==> src/rtl/cmem_fill_pkg.sv <==
package cmem_fill_pkg;

    localparam int REG_W     = 16;
    localparam int WORD_W    = 16;
    localparam int BP_PAT_W  = 3;
    localparam int LO_PAT_W  = 4;
    localparam int LO_LSB    = 3;
    localparam int BP_LSB    = 7;
    localparam int BEGIN_BIT = 2;
    localparam int BP_WORD_LSB = 11;
    localparam int LO_WORD_LSB = 12;
    localparam int N_BANKS   = 3;

    typedef struct packed {
        logic [BP_PAT_W-1:0] bp_pat;
        logic [LO_PAT_W-1:0] lo_pat;
    } fill_pat_t;

    typedef enum logic [1:0] {
        SEQ_IDLE  = 2'd0,
        SEQ_SWEEP = 2'd1,
        SEQ_WAIT  = 2'd2
    } seq_state_t;

    typedef logic [WORD_W-1:0] bank_word_t;

    function automatic fill_pat_t decode_pat(input logic [REG_W-1:0] w);
        fill_pat_t p;
        p.bp_pat = w[BP_LSB +: BP_PAT_W];
        p.lo_pat = w[LO_LSB +: LO_PAT_W];
        return p;
    endfunction

    // bank index: 0 backplane, 1 local low, 2 local high
    function automatic bank_word_t form_word(input fill_pat_t p, input int bank);
        bank_word_t w;
        w = '0;
        if (bank == 0)
            w[BP_WORD_LSB +: BP_PAT_W] = p.bp_pat;
        else if (bank == 1)
            w[LO_WORD_LSB +: LO_PAT_W] = p.lo_pat;
        return w;
    endfunction

endpackage

==> src/rtl/cmem_fill_modereg.sv <==
module cmem_fill_modereg
    import cmem_fill_pkg::*;
(
    input  logic             clk,
    input  logic             rst,
    input  logic             reg_wr,
    input  logic [REG_W-1:0] reg_wdata,
    input  logic             blk_prog_en,
    input  logic             seq_active,
    input  logic             seq_clear,
    output logic             begin_q,
    output fill_pat_t        pat_q,
    output logic             start_req,
    output logic             sw_abort
);

    logic wr_begin;
    logic wr_take;
    logic unused_bits;

    assign wr_begin    = reg_wdata[BEGIN_BIT];
    assign unused_bits = ^{reg_wdata[REG_W-1:BP_LSB+BP_PAT_W], reg_wdata[BEGIN_BIT-1:0]};

    // during a sweep a write keeping begin=1 is discarded
    assign wr_take   = reg_wr && !(seq_active && wr_begin);
    assign start_req = reg_wr && wr_begin && !begin_q && blk_prog_en;
    assign sw_abort  = reg_wr && !wr_begin && seq_active;

    always_ff @(posedge clk) begin
        if (rst) begin
            begin_q <= 1'b0;
            pat_q   <= '0;
        end else if (wr_take) begin
            begin_q <= wr_begin;
            pat_q   <= decode_pat(reg_wdata);
        end else if (seq_clear) begin
            begin_q <= 1'b0;
        end
    end

endmodule

==> src/rtl/cmem_fill_seq.sv <==
module cmem_fill_seq
    import cmem_fill_pkg::*;
#(
    parameter int DEPTH = 64,
    parameter int AW    = (DEPTH > 1) ? $clog2(DEPTH) : 1
) (
    input  logic          clk,
    input  logic          rst,
    input  logic          start_req,
    input  logic          sw_abort,
    input  logic          blk_prog_en,
    input  logic          frame_pulse,
    output logic          active,
    output logic          clear_req,
    output logic          wr_en,
    output logic [AW-1:0] addr
);

    localparam logic [AW-1:0] LAST_ADDR = AW'(DEPTH - 1);

    seq_state_t    state_q;
    logic [AW-1:0] addr_q;
    logic          one_frame_q;
    logic          hw_abort;
    logic          finish;

    assign active    = (state_q != SEQ_IDLE);
    assign hw_abort  = active && !blk_prog_en;
    assign finish    = active && frame_pulse && one_frame_q;
    assign clear_req = finish || hw_abort;
    assign wr_en     = (state_q == SEQ_SWEEP) && blk_prog_en;
    assign addr      = addr_q;

    always_ff @(posedge clk) begin
        if (rst) begin
            state_q     <= SEQ_IDLE;
            addr_q      <= '0;
            one_frame_q <= 1'b0;
        end else if (start_req) begin
            state_q     <= SEQ_SWEEP;
            addr_q      <= '0;
            one_frame_q <= 1'b0;
        end else if (sw_abort || hw_abort || finish) begin
            state_q     <= SEQ_IDLE;
            addr_q      <= '0;
            one_frame_q <= 1'b0;
        end else if (active) begin
            if (frame_pulse)
                one_frame_q <= 1'b1;
            if (state_q == SEQ_SWEEP) begin
                if (addr_q == LAST_ADDR) begin
                    state_q <= SEQ_WAIT;
                    addr_q  <= '0;
                end else begin
                    addr_q <= addr_q + 1'b1;
                end
            end
        end
    end

endmodule

==> src/rtl/cmem_fill_words.sv <==
module cmem_fill_words
    import cmem_fill_pkg::*;
(
    input  fill_pat_t  pat,
    input  logic       wr_en,
    output logic [N_BANKS-1:0] bank_we,
    output bank_word_t bank_wdata [N_BANKS]
);

    for (genvar b = 0; b < N_BANKS; b++) begin : g_bank
        assign bank_we[b]    = wr_en;
        assign bank_wdata[b] = form_word(pat, b);
    end

endmodule

==> src/rtl/cmem_fill_ctrl.sv <==
module cmem_fill_ctrl
    import cmem_fill_pkg::*;
#(
    parameter int DEPTH = 64,
    parameter int AW    = (DEPTH > 1) ? $clog2(DEPTH) : 1
) (
    input  logic              clk,
    input  logic              rst,
    input  logic              frame_pulse,
    input  logic              reg_wr,
    input  logic [REG_W-1:0]  reg_wdata,
    input  logic              blk_prog_en,
    output logic [AW-1:0]     mem_addr,
    output logic              bp_we,
    output logic [WORD_W-1:0] bp_wdata,
    output logic              lo_we,
    output logic [WORD_W-1:0] lo_wdata,
    output logic              hi_we,
    output logic [WORD_W-1:0] hi_wdata,
    output logic              begin_rb
);

    fill_pat_t          pat_q;
    logic               start_req;
    logic               sw_abort;
    logic               seq_active;
    logic               seq_clear;
    logic               wr_en;
    logic [N_BANKS-1:0] bank_we;
    bank_word_t         bank_wdata [N_BANKS];

    cmem_fill_modereg u_modereg (
        .clk        (clk),
        .rst        (rst),
        .reg_wr     (reg_wr),
        .reg_wdata  (reg_wdata),
        .blk_prog_en(blk_prog_en),
        .seq_active (seq_active),
        .seq_clear  (seq_clear),
        .begin_q    (begin_rb),
        .pat_q      (pat_q),
        .start_req  (start_req),
        .sw_abort   (sw_abort)
    );

    cmem_fill_seq #(.DEPTH(DEPTH), .AW(AW)) u_seq (
        .clk        (clk),
        .rst        (rst),
        .start_req  (start_req),
        .sw_abort   (sw_abort),
        .blk_prog_en(blk_prog_en),
        .frame_pulse(frame_pulse),
        .active     (seq_active),
        .clear_req  (seq_clear),
        .wr_en      (wr_en),
        .addr       (mem_addr)
    );

    cmem_fill_words u_words (
        .pat       (pat_q),
        .wr_en     (wr_en),
        .bank_we   (bank_we),
        .bank_wdata(bank_wdata)
    );

    assign bp_we    = bank_we[0];
    assign lo_we    = bank_we[1];
    assign hi_we    = bank_we[2];
    assign bp_wdata = bank_wdata[0];
    assign lo_wdata = bank_wdata[1];
    assign hi_wdata = bank_wdata[2];

endmodule

==> config.mk <==
export PLATFORM = sky130hd
export DESIGN_NAME = cmem_fill_ctrl
export DESIGN_NICKNAME = d
export VERILOG_FILES = /design/src/rtl/cmem_fill_pkg.sv /design/src/rtl/cmem_fill_modereg.sv /design/src/rtl/cmem_fill_seq.sv /design/src/rtl/cmem_fill_words.sv /design/src/rtl/cmem_fill_ctrl.sv
export SDC_FILE = /design/constraint.sdc
export NUM_CORES = 1
export LEC_CHECK = 0
export BUFFER_PORTS_ARGS = -buffer_cell sky130_fd_sc_hd__buf_2
export CAP_MARGIN = 0
export CORE_UTILIZATION = 35
export CTS_BUF_LIST = sky130_fd_sc_hd__clkbuf_8
export CTS_CLUSTER_DIAMETER = 200
export DETAILED_ROUTE_END_ITERATION = 10
export PLACE_DENSITY = 0.81
export SLEW_MARGIN = 10
export SYNTH_ARGS = -nofsm -noshare
export SYNTH_HDL_FRONTEND = slang
export SYNTH_SLANG_ARGS = --single-unit
export TNS_END_PERCENT = 5
==> constraint.sdc <==
create_clock -name clk -period 1.5 [get_ports clk]
set_input_delay 0.15 -clock clk [delete_from_list [all_inputs] [get_ports clk]]
set_output_delay 0.15 -clock clk [all_outputs]
set_load 0.02 [all_outputs]
==> run_results.csv, run 1 <==
group,metric,value,unit
run_status,run_status,"finished, violations left",
run_status,violations,"DRC",
critical_path,path_buf_inv,1,
critical_path,cp.arrival,1250,ps
route,first_pass_iters,8,
clock_tree,cts_tree,"built",
power_and_ir_drop,p_per_area,896.8,nW/µm²
synthesis,yosysSeqAreaShare,32.27,%
synthesis,synth.area.top_cells,"dfxtp_1 32%, buf_4 31%, a21oi_1 6.2%, nand2_1 4.3%, nand3_1 3.8%",
power_and_ir_drop,power.share.sequential,47.7,%
synthesis,ys_types,30,
synthesis,syn-instance-count,131,
floorplanning,coreArea,2805,µm²
sta,rsz0062_at_grt,"no",
global_route,grt-ovfl-total,0,
floorplanning,dieArea,3237,µm²
global_route,grt_use_total,11.18,%
critical_path,crit_chain,"and2b_1, and2_1, buf_2",
synthesis,yosys.area.top_type,"dfxtp_1",
sta,drv_slew,0,
placement,gp_congestion,0.7532,
clock_tree,htreeDepth,1,
clock_tree,cts_sinks,17,
layout,diodes,0,
power_and_ir_drop,ir_drop,0.3150,mV
floorplanning,start_util,37.60,%
global_route,grt_pass1_vias,664,
critical_path,crit_end,"lo_we",
synthesis,avgSynthCellArea,8.052,µm²
placement,place_area,1065,µm²
sta,final_hold_viol_count,0,
critical_path,path_class,"reg -> out",
floorplanning,die_h,56.90,µm
synthesis,ys_ff_latch,17,
route,drt_iter0_markers,23,
power_and_ir_drop,p_int,0.6919,mW
critical_path,endpoint_kind,"output port",
floorplanning,row_count,19,
power_and_ir_drop,power_frac_clock,32.7,%
synthesis,yosysWarnings,0,
layout,final_layout_size_suffix_gt1_share,24.38,%
critical_path,ff2ff_path_depth,5,
global_route,use_met2,17.65,%
route,drt-total-wl,1.710,mm
layout,multi_input_area,528.0,µm²
route,wl_per_cell,8.953,µm
route,ant_nets,0,
route,drc,14,
synthesis,syn_area,1055,µm²
route,vias,821,
critical_path,rr_startpoint,"u_seq.addr[0]",
sta,finalSetupViolCount,0,
synthesis,synth_top_area_share,32.27,%
global_route,grt_start_max_net_pins,12,
clock_tree,clock_latency,240,ps
critical_path,cpMaxStageDelayCell,"dfxtp_1",
critical_path,cp.required,1350,ps
power_and_ir_drop,power.switching,0.3068,mW
power_and_ir_drop,p_leak,0.5674,nW
global_route,grt_pass1_wl,2.829,mm
critical_path,critPathTopFamily,"simple AND/OR/NAND/NOR gates",
sta,post-route-period-util,93.42,%
clock_tree,cts_buffer_depth,2,
critical_path,worst-r2r-setup-slack,140,ps
job,max-cap-violations,0,
layout,design_area,1114,µm²
global_route,grt.met3_usage,2.535,%
global_route,antenna_found_initial,0,
critical_path,startpoint,"u_seq.state_q[1]",
route,routed_via_density,4.298,
layout,nFillCells,297,
layout,fin_nets,183,
layout,syn_to_final_growth,5.575,%
layout,regArea,340.3,µm²
clock_tree,clk_transition_reported_paths,60,ps
sta,clock_skew,2.019,ps
critical_path,crit_fanout,6,
min_path,hold_path.class,"in -> reg",
sta,tns,0,ps
clock_tree,cts_buffers,3,
sta,fin_crit,1401,ps
clock_tree,root_buffer,"clkbuf_8",
global_route,met1_usage,13.18,%
power_and_ir_drop,p_sw_share,30.72,%
critical_path,r2r_end,"u_seq.state_q[0]",
power_and_ir_drop,p_comb_share,19.6,%
critical_path,cp_slowest_stage_delay,420,ps
floorplanning,die_w,56.90,µm
layout,final_common_cell,"conb_1",
critical_path,cp.depth,3,
global_route,busiest_layer,"met2",
floorplanning,io_pins,79,
critical_path,startpoint_type,"flop",
placement,port_buffers,29,
sta,max_freq,0.7136,GHz
layout,final_cell_mix,"41 x conb_1, 29 x buf_2, 17 x dfxtp_1, 13 x a21oi_1, 12 x nand2_1",
placement,post-dp-hpwl,1.367,mm
[per-layer routing]
layer | up-vias | routed length, µm | share of wire, %
li1 | 404 | - | -
met4 | 0 | 28 | 1.6
met3 | 2 | 134 | 7.8
met2 | 35 | 891 | 52
met5 | - | 0 | 0
met1 | 380 | 655 | 38
[cell families after synthesis]
| logic type | after synthesis | share of synthesized area (%) |
|---|---|---|
| DFF | 17 | 32.27 |
| adders and majority gates | 1 | 1.186 |
| and+or+nand+nor | 44 | 21.12 |
| buffers and inverters | 47 | 32.15 |
| AOI/OAI and AO/OA | 18 | 10.44 |
| xor gates and xnor gates | 3 | 2.492 |
| other | 1 | 0.3555 |
[power by group through the flow]
stage / Combinational [mW] / Clock [mW] / Sequential (mW)
2_1_floorplan: 0.220 / 0 / 0.504
3_3_place_gp: 0.193 / 0 / 0.486
3_5_place_dp: 0.195 / 0 / 0.487
4_1_cts: 0.195 / 0.334 / 0.476
5_1_grt: 0.213 / 0.362 / 0.479
6_report: 0.196 / 0.326 / 0.476
[area by class of cell]
| class | count | share of cell area [%] |
|---|---|---|
| multi-input combinational | 107 | 47.42 |
| clock inverter | 1 | 0.4494 |
| timing repair buffer | 30 | 13.71 |
| tap | 31 | 3.483 |
| clock buffer | 3 | 3.708 |
| inverter | 2 | 0.6742 |
| sequential | 17 | 30.56 |
[registers in the layout (all words and copies together), names as in the netlist]
register / cells
u_modereg.pat_q: 7
u_seq.addr: 6
u_seq.state_q: 2
u_modereg.begin_q: 1
u_seq.one_frame_q: 1
[synth_stat cells]
cell type and instances:
a21oi_1 13, a21o_1 1, xnor2_1 1, and2b_1 1
buf_4 43, dfxtp_1 17, nor2b_2 1, and2_1 1
xor2_1 2, nor3_1 1, nand4_1 1, nand2b_1 1
nor4_1 1, conb_1 1, buf_2 1, and3_1 1
a311oi_1 1, o21ai_2 1, inv_1 2, nand2_1 12
o211ai_2 1, nand4b_1 2, buf_1 1, nor2_1 10
nand3_1 8, a21boi_1 1, nor3_2 1, ha_1 1
nand3b_1 1, nor2b_1 2
[how the worst min path moves through the flow]
stage / startpoint / to / depth (start not counted)
6_report: reg_wdata[4] / u_modereg.pat_q[1] / 3
5_1_grt: reg_wdata[4] / u_modereg.pat_q[1] / 3
3_3_place_gp: frame_pulse / u_seq.one_frame_q / 3
2_1_floorplan: frame_pulse / u_seq.one_frame_q / 2
4_1_cts: frame_pulse / u_seq.one_frame_q / 3
3_5_place_dp: frame_pulse / u_seq.one_frame_q / 3
[metrics by stage]
stage | utilization [%] | setup WS, ps | hold slack (ps) | instances | total power [mW]
after floorplan | - | 107.5 | 287.6 | 171 | 0.7236
after detailed placement | 37.96 | 110.8 | 401.9 | 187 | 0.6816
after global placement | 37.96 | 133.5 | 393.4 | 187 | 0.6791
after CTS | 39.61 | 68.60 | 147.2 | 191 | 1.005
after global routing | 39.70 | 20.63 | 148.5 | 191 | 1.053
final | 39.70 | 98.71 | 152.6 | 191 | 0.9987
[worst min-delay path, cell delays in order]
cell and delay, ps:
buf_2 100, nand3_1 50, a21oi_1 50
[what timing repair did]
action                                  CTS  global route
hold buffers                              0             0
setup buffers                             0             0
resized for setup                         0             1
endpoints found under the setup margin    0             1
(Power assumes the default switching activity.)
==> run 2, diff against run 1 <==
Settings changed: BUFFER_PORTS_ARGS -buffer_cell sky130_fd_sc_hd__buf_2 to default, DONT_BUFFER_PORTS from default to 1, PLACE_DENSITY 0.81 to default, PLACE_DENSITY_LB_ADDON from default to 0.12, SLEW_MARGIN 10 to default.
==> run_results.csv, run 2 (synthesized netlist as in run 1, its figures left out) <==
group,metric,value,unit
floorplanning,die_h,56.90,µm
floorplanning,io_pins,79,
clock_tree,cts_buffers,3,
layout,largest_reg_flops,7,
route,drc,14,
placement,post-dp-hpwl,1.331,mm
route,wl_met1,780,µm
critical_path,endpoint_kind,"output port",
power_and_ir_drop,power.share.sequential,49.7,%
sta,fin_crit,1367,ps
route,vias,731,
sta,rsz0062_at_grt,"no",
clock_tree,root_buffer,"clkbuf_8",
power_and_ir_drop,p_leak,0.4781,nW
floorplanning,dieArea,3237,µm²
min_path,hold_path.class,"in -> reg",
critical_path,startpoint_type,"flop",
route,drt_iter0_markers,23,
layout,final_cell_mix,"41 x conb_1, 15 x dfxtp_1, 13 x a21oi_1, 12 x nand2_1, 10 x nor2_1",
layout,nFillCells,282,
route,wl_met3,126,µm
job,max-cap-violations,0,
floorplanning,start_util,37.60,%
global_route,grt_start_max_net_pins,12,
floorplanning,die_w,56.90,µm
clock_tree,cts_sinks,17,
placement,gp_congestion,0.6795,
global_route,grt_pass1_wl,2.642,mm
clock_tree,htreeDepth,1,
route,route.top_layer_used,"met4",
layout,syn_to_final_growth,-1.542,%
layout,final_common_cell,"conb_1",
power_and_ir_drop,power_frac_clock,34.5,%
run_status,violations,"DRC",
sta,clock_skew,2.303,ps
sta,max_freq,0.7316,GHz
power_and_ir_drop,p_sw_share,31.36,%
layout,final_layout_size_suffix_gt1_share,13.57,%
clock_tree,clk_transition_reported_paths,70,ps
clock_tree,cts_tree,"built",
global_route,grt-ovfl-total,0,
global_route,antenna_found_initial,0,
sta,post-route-period-util,91.13,%
floorplanning,row_count,19,
route,first_pass_iters,7,
power_and_ir_drop,total_power,0.9878,mW
sta,final_hold_viol_count,0,
power_and_ir_drop,power.switching,0.3098,mW
critical_path,path_class,"reg -> out",
route,routed_via_density,4.275,
critical_path,cp.required,1350,ps
sta,tns,0,ps
global_route,grt_use_total,10.76,%
run_status,run_status,"finished, violations left",
power_and_ir_drop,p_per_area,951.2,nW/µm²
route,drt-total-wl,1.720,mm
route,wl_met2,769,µm
clock_tree,clock_latency,250,ps
power_and_ir_drop,ir_drop,0.3081,mV
route,wl_per_cell,10.06,µm
critical_path,crit_fanout,6,
sta,finalSetupViolCount,0,
global_route,grt_pass1_vias,551,
critical_path,cp.arrival,1220,ps
route,ant_nets,0,
layout,diodes,0,
placement,port_buffers,0,
clock_tree,cts_buffer_depth,2,
clock_tree,cts_setup_buffers,0,
sta,drv_slew,0,
power_and_ir_drop,p_comb_share,15.8,%
layout,fin_nets,163,
layout,largest_register,"u_modereg.pat_q",
floorplanning,coreArea,2805,µm²
power_and_ir_drop,p_int,0.6780,mW
[run 2: cell count changes in the layout (fill, tap and decap cells not counted), sizes merged]
| cell | change |
|---|---|
| buf | -21 |
| dlygate4sd3 | +1 |
[run 2: worst max-delay path: stages (launching register included)]
cell and delay [ps]:
dfxtp_2 370, and2b_1 230, and2_1 170, buf_4 190
[run 2: area by class of cell]
| class | count | area (µm²) | area share, % |
|---|---|---|---|
| Inverter | 2 | 7.507 | 0.7229 |
| Clock buffer | 3 | 41.29 | 3.976 |
| Sequential cell | 17 | 342.8 | 33.01 |
| Clock inverter | 1 | 5.005 | 0.4819 |
| Tap cell | 31 | 38.79 | 3.735 |
| Multi-Input combinational cell | 107 | 525.5 | 50.60 |
| Timing Repair Buffer | 10 | 77.57 | 7.470 |
[run 2: final timing paths]
check                    start           endpoint  slack, ps  cells after the start
min                frame_pulse  u_seq.one_frame_q         40                      2
min reg2reg  u_seq.one_frame_q  u_seq.one_frame_q        470                      2
max reg2reg      u_seq.addr[0]   u_seq.state_q[0]        180                      5
max           u_seq.state_q[1]              lo_we        130                      3
[run 2: metal layers]
metal	GRT usage, %	vias up
met5	0	-
met1	14.37	325
met3	2.304	4
li1	-	364
met2	14.79	38
met4	8.362	0
[run 2: power groups by stage]
stage | Sequential (mW) | Combinational, mW | Clock [mW]
final | 0.491 | 0.156 | 0.341
after floorplan | 0.504 | 0.220 | 0
after detailed placement | 0.501 | 0.149 | 0
after CTS | 0.491 | 0.155 | 0.355
after global routing | 0.493 | 0.170 | 0.369
after global placement | 0.501 | 0.149 | 0
[run 2: repair_timing]
item / CTS / global route
hold endpoints to repair: 9 / 0
setup endpoints to repair: 0 / 3
hold buffers: 1 / 0
gates resized for setup: 0 / 2
[run 2: metrics by stage]
step / util [%] / instance area, µm² / setup slack, ps / hold WS (ps) / std cells
6_report: 37.02 / 1039 / 133.1 / 37.22 / 171
5_1_grt: 37.02 / 1039 / 44.62 / 40.26 / 171
4_1_cts: 36.93 / 1036 / 56.85 / 34.80 / 171
3_5_place_dp: 34.92 / 979.7 / 217.3 / 223.2 / 166
3_3_place_gp: 34.92 / 979.7 / 184.3 / 221.4 / 166
2_1_floorplan: - / 1205 / 107.5 / 287.6 / 171
